--- config.mk ---
export PLATFORM = sky130hd
export DESIGN_NAME = rate_spreader
export DESIGN_NICKNAME = d
export VERILOG_FILES = /design/src/rtl/rate_spreader_pkg.sv /design/src/rtl/rs_control.sv /design/src/rtl/rs_datapath.sv /design/src/rtl/rate_spreader.sv
export SDC_FILE = /design/constraint.sdc
export NUM_CORES = 1
export LEC_CHECK = 0
export BUFFER_PORTS_ARGS = -buffer_cell sky130_fd_sc_hd__buf_2
export CAP_MARGIN = 20
export CELL_PAD_IN_SITES_DETAIL_PLACEMENT = 1
export CELL_PAD_IN_SITES_GLOBAL_PLACEMENT = 1
export CORE_AREA = 4 4 49 51
export DETAILED_ROUTE_END_ITERATION = 12
export DIE_AREA = 0 0 53 55
export HOLD_SLACK_MARGIN = 0.1
export PLACE_DENSITY = 0.67
export SYNTH_ARGS = -nofsm -noshare
export SYNTH_HDL_FRONTEND = slang
export SYNTH_SLANG_ARGS = --single-unit
--- constraint.sdc ---
create_clock -name clk -period 1.4 [get_ports clk]
set_clock_uncertainty 0.05 [all_clocks]
set_input_delay 0.42 -clock clk [delete_from_list [all_inputs] [get_ports clk]]
set_output_delay 0.42 -clock clk [all_outputs]
set_load 0.05 [all_outputs]
--- src/rtl/rate_spreader_pkg.sv ---
package rate_spreader_pkg;

  // Strobes from the control to the datapath, valid for one cycle.
  typedef struct packed {
    logic clear;     // return counter and outputs to idle
    logic advance;   // an input pulse is present this cycle
    logic wrap;      // this advance moves the counter from all ones to zero
    logic loadRate;  // capture the rate input at this edge
  } strobe_t;

endpackage

--- src/rtl/rs_control.sv ---
module rs_control
  import rate_spreader_pkg::*;
(
  input  logic    rst,
  input  logic    inEn,
  input  logic    atEnd,
  output strobe_t strobes
);

  always_comb begin
    strobes          = '0;
    strobes.clear    = rst;
    strobes.advance  = inEn && !rst;
    strobes.wrap     = inEn && !rst && atEnd;
    strobes.loadRate = rst || (inEn && atEnd);
  end

endmodule

--- src/rtl/rs_datapath.sv ---
module rs_datapath
  import rate_spreader_pkg::*;
#(
  parameter int CNT_W  = 6,
  parameter int RATE_W = CNT_W + 1
) (
  input  logic              clk,
  input  strobe_t           strobes,
  input  logic [RATE_W-1:0] rateIn,
  output logic              atEnd,
  output logic              passOut,
  output logic              wrapOut,
  output logic [CNT_W-1:0]  curCount,
  output logic [RATE_W-1:0] curRate
);

  logic [CNT_W-1:0]  cntQ;
  logic [CNT_W-1:0]  revCnt;
  logic [RATE_W-1:0] rateQ;
  logic              passQ;
  logic              wrapQ;
  logic              below;

  // Counter bit i drives comparator bit CNT_W-1-i.
  for (genvar i = 0; i < CNT_W; i++) begin : g_rev
    assign revCnt[i] = cntQ[CNT_W-1-i];
  end

  assign below = {1'b0, revCnt} < rateQ;
  assign atEnd = &cntQ;

  always_ff @(posedge clk) begin
    if (strobes.clear) begin
      cntQ <= '0;
    end else if (strobes.advance) begin
      cntQ <= cntQ + 1'b1;
    end
  end

  always_ff @(posedge clk) begin
    if (strobes.loadRate) begin
      rateQ <= rateIn;
    end
  end

  always_ff @(posedge clk) begin
    if (strobes.clear) begin
      passQ <= 1'b0;
      wrapQ <= 1'b0;
    end else begin
      passQ <= strobes.advance && below;
      wrapQ <= strobes.wrap;
    end
  end

  assign passOut  = passQ;
  assign wrapOut  = wrapQ;
  assign curCount = cntQ;
  assign curRate  = rateQ;

endmodule

--- src/rtl/rate_spreader.sv ---
module rate_spreader
  import rate_spreader_pkg::*;
#(
  parameter int CNT_W  = 6,
  parameter int RATE_W = CNT_W + 1
) (
  input  logic              clk,
  input  logic              rst,
  input  logic              inEn,
  input  logic [RATE_W-1:0] rateIn,
  output logic              passOut,
  output logic              wrapOut
);

  strobe_t           strobes;
  logic              atEnd;
  logic [CNT_W-1:0]  curCount;
  logic [RATE_W-1:0] curRate;

  rs_control i_control (
    .rst     (rst),
    .inEn    (inEn),
    .atEnd   (atEnd),
    .strobes (strobes)
  );

  rs_datapath #(
    .CNT_W  (CNT_W),
    .RATE_W (RATE_W)
  ) i_datapath (
    .clk      (clk),
    .strobes  (strobes),
    .rateIn   (rateIn),
    .atEnd    (atEnd),
    .passOut  (passOut),
    .wrapOut  (wrapOut),
    .curCount (curCount),
    .curRate  (curRate)
  );

endmodule

==> impl_metrics.tcl <==
set metrics [dict create \
    status "finished clean" \
    worstPathCellList "ha_4, nand4_1, or2_4, nand2b_4" \
    cts_setup_buffers 0 \
    netlist_instances 60 \
    cts-root-buf "clkbuf_4" \
    vias_per_cell 4.49 \
    r2r_cells 4 \
    firstDrtPassIters 1 \
    rsz0062_at_grt "true" \
    area_delta_synth_final_pct 25.8 \
    clockBufferDepth 2 \
    critPathKind "register to register" \
    fill_cells 229 \
    cts_hold_buf 0 \
    tns_ns 0 \
    clkSinkCount 15 \
    crit_path_top_delay_cell "dfxtp_2" \
    pwr_density_cell_mw_per_mm2 990 \
    fp.dieH_um 55 \
    clk_pin_slew_ns 0.09 \
    drv_cap 0 \
    routed_wl_um 1260 \
    die_w_um 53 \
    period_minus_slack_ns 1.35 \
    worst_hold_startpoint "rateIn[5]" \
    grt_use_total 0.109 \
    ctsResizeCount 0 \
    reg2reg_to "i_datapath.curRate[1]$_DFFE_PP_" \
    num_rows 16 \
    ant_nets 0 \
    finalNetCount 96 \
    hold_depth 1 \
    core_mm2 0.00194 \
    worstPathRequired_ns 1.34 \
    cts_buffers 3 \
    dieArea_mm2 0.00292 \
    antennaDiodeCount 0 \
    io_buffer_count 11 \
    grt_pass1_vias 499 \
    p_leak_nw 0.370 \
    drt_iter0_markers 0 \
    multi_input_area_um2 297 \
    fmax_mhz 738 \
    finalPower_w 0.000840 \
    drv_slew 0 \
    netlist_area_um2 674 \
    drc 0 \
    clock_latency_ns 0.28 \
    end_kind "register" \
    async_reset_ff_frac 0 \
    synth_top_cell_area_share 0.312 \
    cts_htree_levels 1 \
    avgSynthCellArea_um2 11.2 \
    routabilityCongestion 0.701 \
    tightest_slew_ns 0.248 \
    timing.slew.headroom 0.836 \
    holdPathEnd "i_datapath.curRate[5]$_DFFE_PP_" \
    hpwlAfterDp_um 995 \
    synth-seq-area-share 0.549 \
    start_util 0.347 \
    hold_path_class "input port to register" \
    peakVddDrop_uv 458 \
    synth_cell_types 22 \
    cp_top_family "simple AND/OR/NAND/NOR gates" \
    r2r_start "i_datapath.curCount[1]$_SDFFE_PP0P_" \
    reg2reg_setup_slack_ns 0.05 \
    synthFlopType "dfxtp_1" \
    finalHoldViolations 0 \
    grt_max_degree 10 \
    register_area_um2 373 \
    synth-edff-count 7 \
    utilization 0.437 \
    startpoint_type "register" \
    post-route-period-util 0.967 \
    wl_per_cell_um 11.9 \
    crit_buf_inv 0 \
    setup-violations-final 0 \
    ios 12 \
    arrival_ns 1.29 \
    synth_area_leaders "edfxtp_1 (31%), dfxtp_1 (24%), ha_1 (11%)" \
    grt-ovfl-total 0 \
    synth_area_leader_cell "edfxtp_1" \
    cpPeakStageDelay_ns 0.36 \
    yosys_warnings 0 \
    cts_tree "done" \
    drive_above_1_share 0.342 \
    dr_total_vias 476 \
    grt_antenna_before_repair 0 \
    ys_ff_latch 15 \
    critical_path.max_fanout 7 \
    grt_pass1_wl_um 2230 \
    mappedNetlistNets 76 \
]
[how the worst max path moves through the flow]
stage,end,slack (ns),startpoint,cells past startpoint
after floorplan,i_datapath.curRate[0]$_DFFE_PP_,0.004,i_datapath.curCount[1]$_SDFFE_PP0P_,4
after global placement,i_datapath.curRate[6]$_DFFE_PP_,0.02,inEn,4
after detailed placement,i_datapath.curRate[3]$_DFFE_PP_,0.009,inEn,4
after CTS,i_datapath.curRate[3]$_DFFE_PP_,0.02,i_datapath.curCount[1]$_SDFFE_PP0P_,4
after global routing,i_datapath.curRate[6]$_DFFE_PP_,-0.04,i_datapath.curCount[1]$_SDFFE_PP0P_,4
final,i_datapath.curRate[1]$_DFFE_PP_,0.05,i_datapath.curCount[1]$_SDFFE_PP0P_,4
[state kept, by name, summed over array words and instances, names as in the netlist]
signal               cells
i_datapath.wrapOut       1
i_datapath.curCount      6
i_datapath.passOut       1
i_datapath.curRate       7
[synth_stat cells (2+ instances only)]
cell type  instances
inv_1              5
dfxtp_1            8
xor2_1             3
nor2b_1            2
nand4_1            2
ha_1               6
a21oi_1            4
nand3_2            2
edfxtp_1           7
nand2_1            3
o21ai_0            2
nor2_1             6
[power by group]
part           switching (W)  leakage [nW]  internal (W)
combinational      0.0000529         0.221     0.0000483
sequential         0.0000112         0.134      0.000486
clock               0.000132        0.0150      0.000110
total               0.000196         0.370      0.000644
[placed cells by master (no fill, tap or decap), types with 3 or more instances in the layout]
| master | Yosys | routed |
|---|---|---|
| nand2_1 | 3 | 3 |
| a21oi_1 | 4 | 4 |
| buf_4 | 1 | 6 |
| ha_1 | 6 | 5 |
| buf_2 | 0 | 11 |
| clkbuf_4 | 0 | 3 |
| xor2_1 | 3 | 3 |
| nor2_1 | 6 | 6 |
| edfxtp_1 | 7 | 7 |
| inv_1 | 5 | 5 |
| dfxtp_1 | 8 | 6 |
[metal layers]
layer / wire length [µm] / GRT usage / vias up
met5: 0 / 0 / -
met2: 622 / 0.178 / 6
met4: 7 / 0.0638 / 0
li1: - / - / 247
met3: 44 / 0.0375 / 2
met1: 583 / 0.125 / 221
[cell type report]
| type | instances | share of cell area |
|---|---|---|
| Inverter | 5 | 0.0221 |
| Clock buffer | 4 | 0.0310 |
| Timing Repair Buffer | 17 | 0.118 |
| Multi-Input combinational cell | 38 | 0.350 |
| Tap cell | 27 | 0.0398 |
| Sequential cell | 15 | 0.440 |
[through the flow]
| stage | worst slack [ns] | cells | cell area [µm²] | hold slack [ns] |
|---|---|---|---|---|
| 3_5_place_dp | 0.00857 | 102 | 806 | 0.459 |
| 4_1_cts | 0.0190 | 106 | 832 | 0.251 |
| 6_report | 0.0458 | 106 | 848 | 0.263 |
| 2_1_floorplan | 0.00427 | 60 | 683 | 0.421 |
| 5_1_grt | -0.0352 | 106 | 848 | 0.243 |
| 3_3_place_gp | 0.0205 | 102 | 806 | 0.444 |
[cell families after synthesis]
| family | synth area share |
|---|---|
| DFF | 0.549 |
| buffers and inverters | 0.0445 |
| adders and majority gates | 0.111 |
| AOI/OAI and AO/OA | 0.0557 |
| muxes | 0.0148 |
| and+or+nand+nor | 0.173 |
| xor gates and xnor gates | 0.0520 |
No activity file was read; power rests on OpenSTA's default activity.
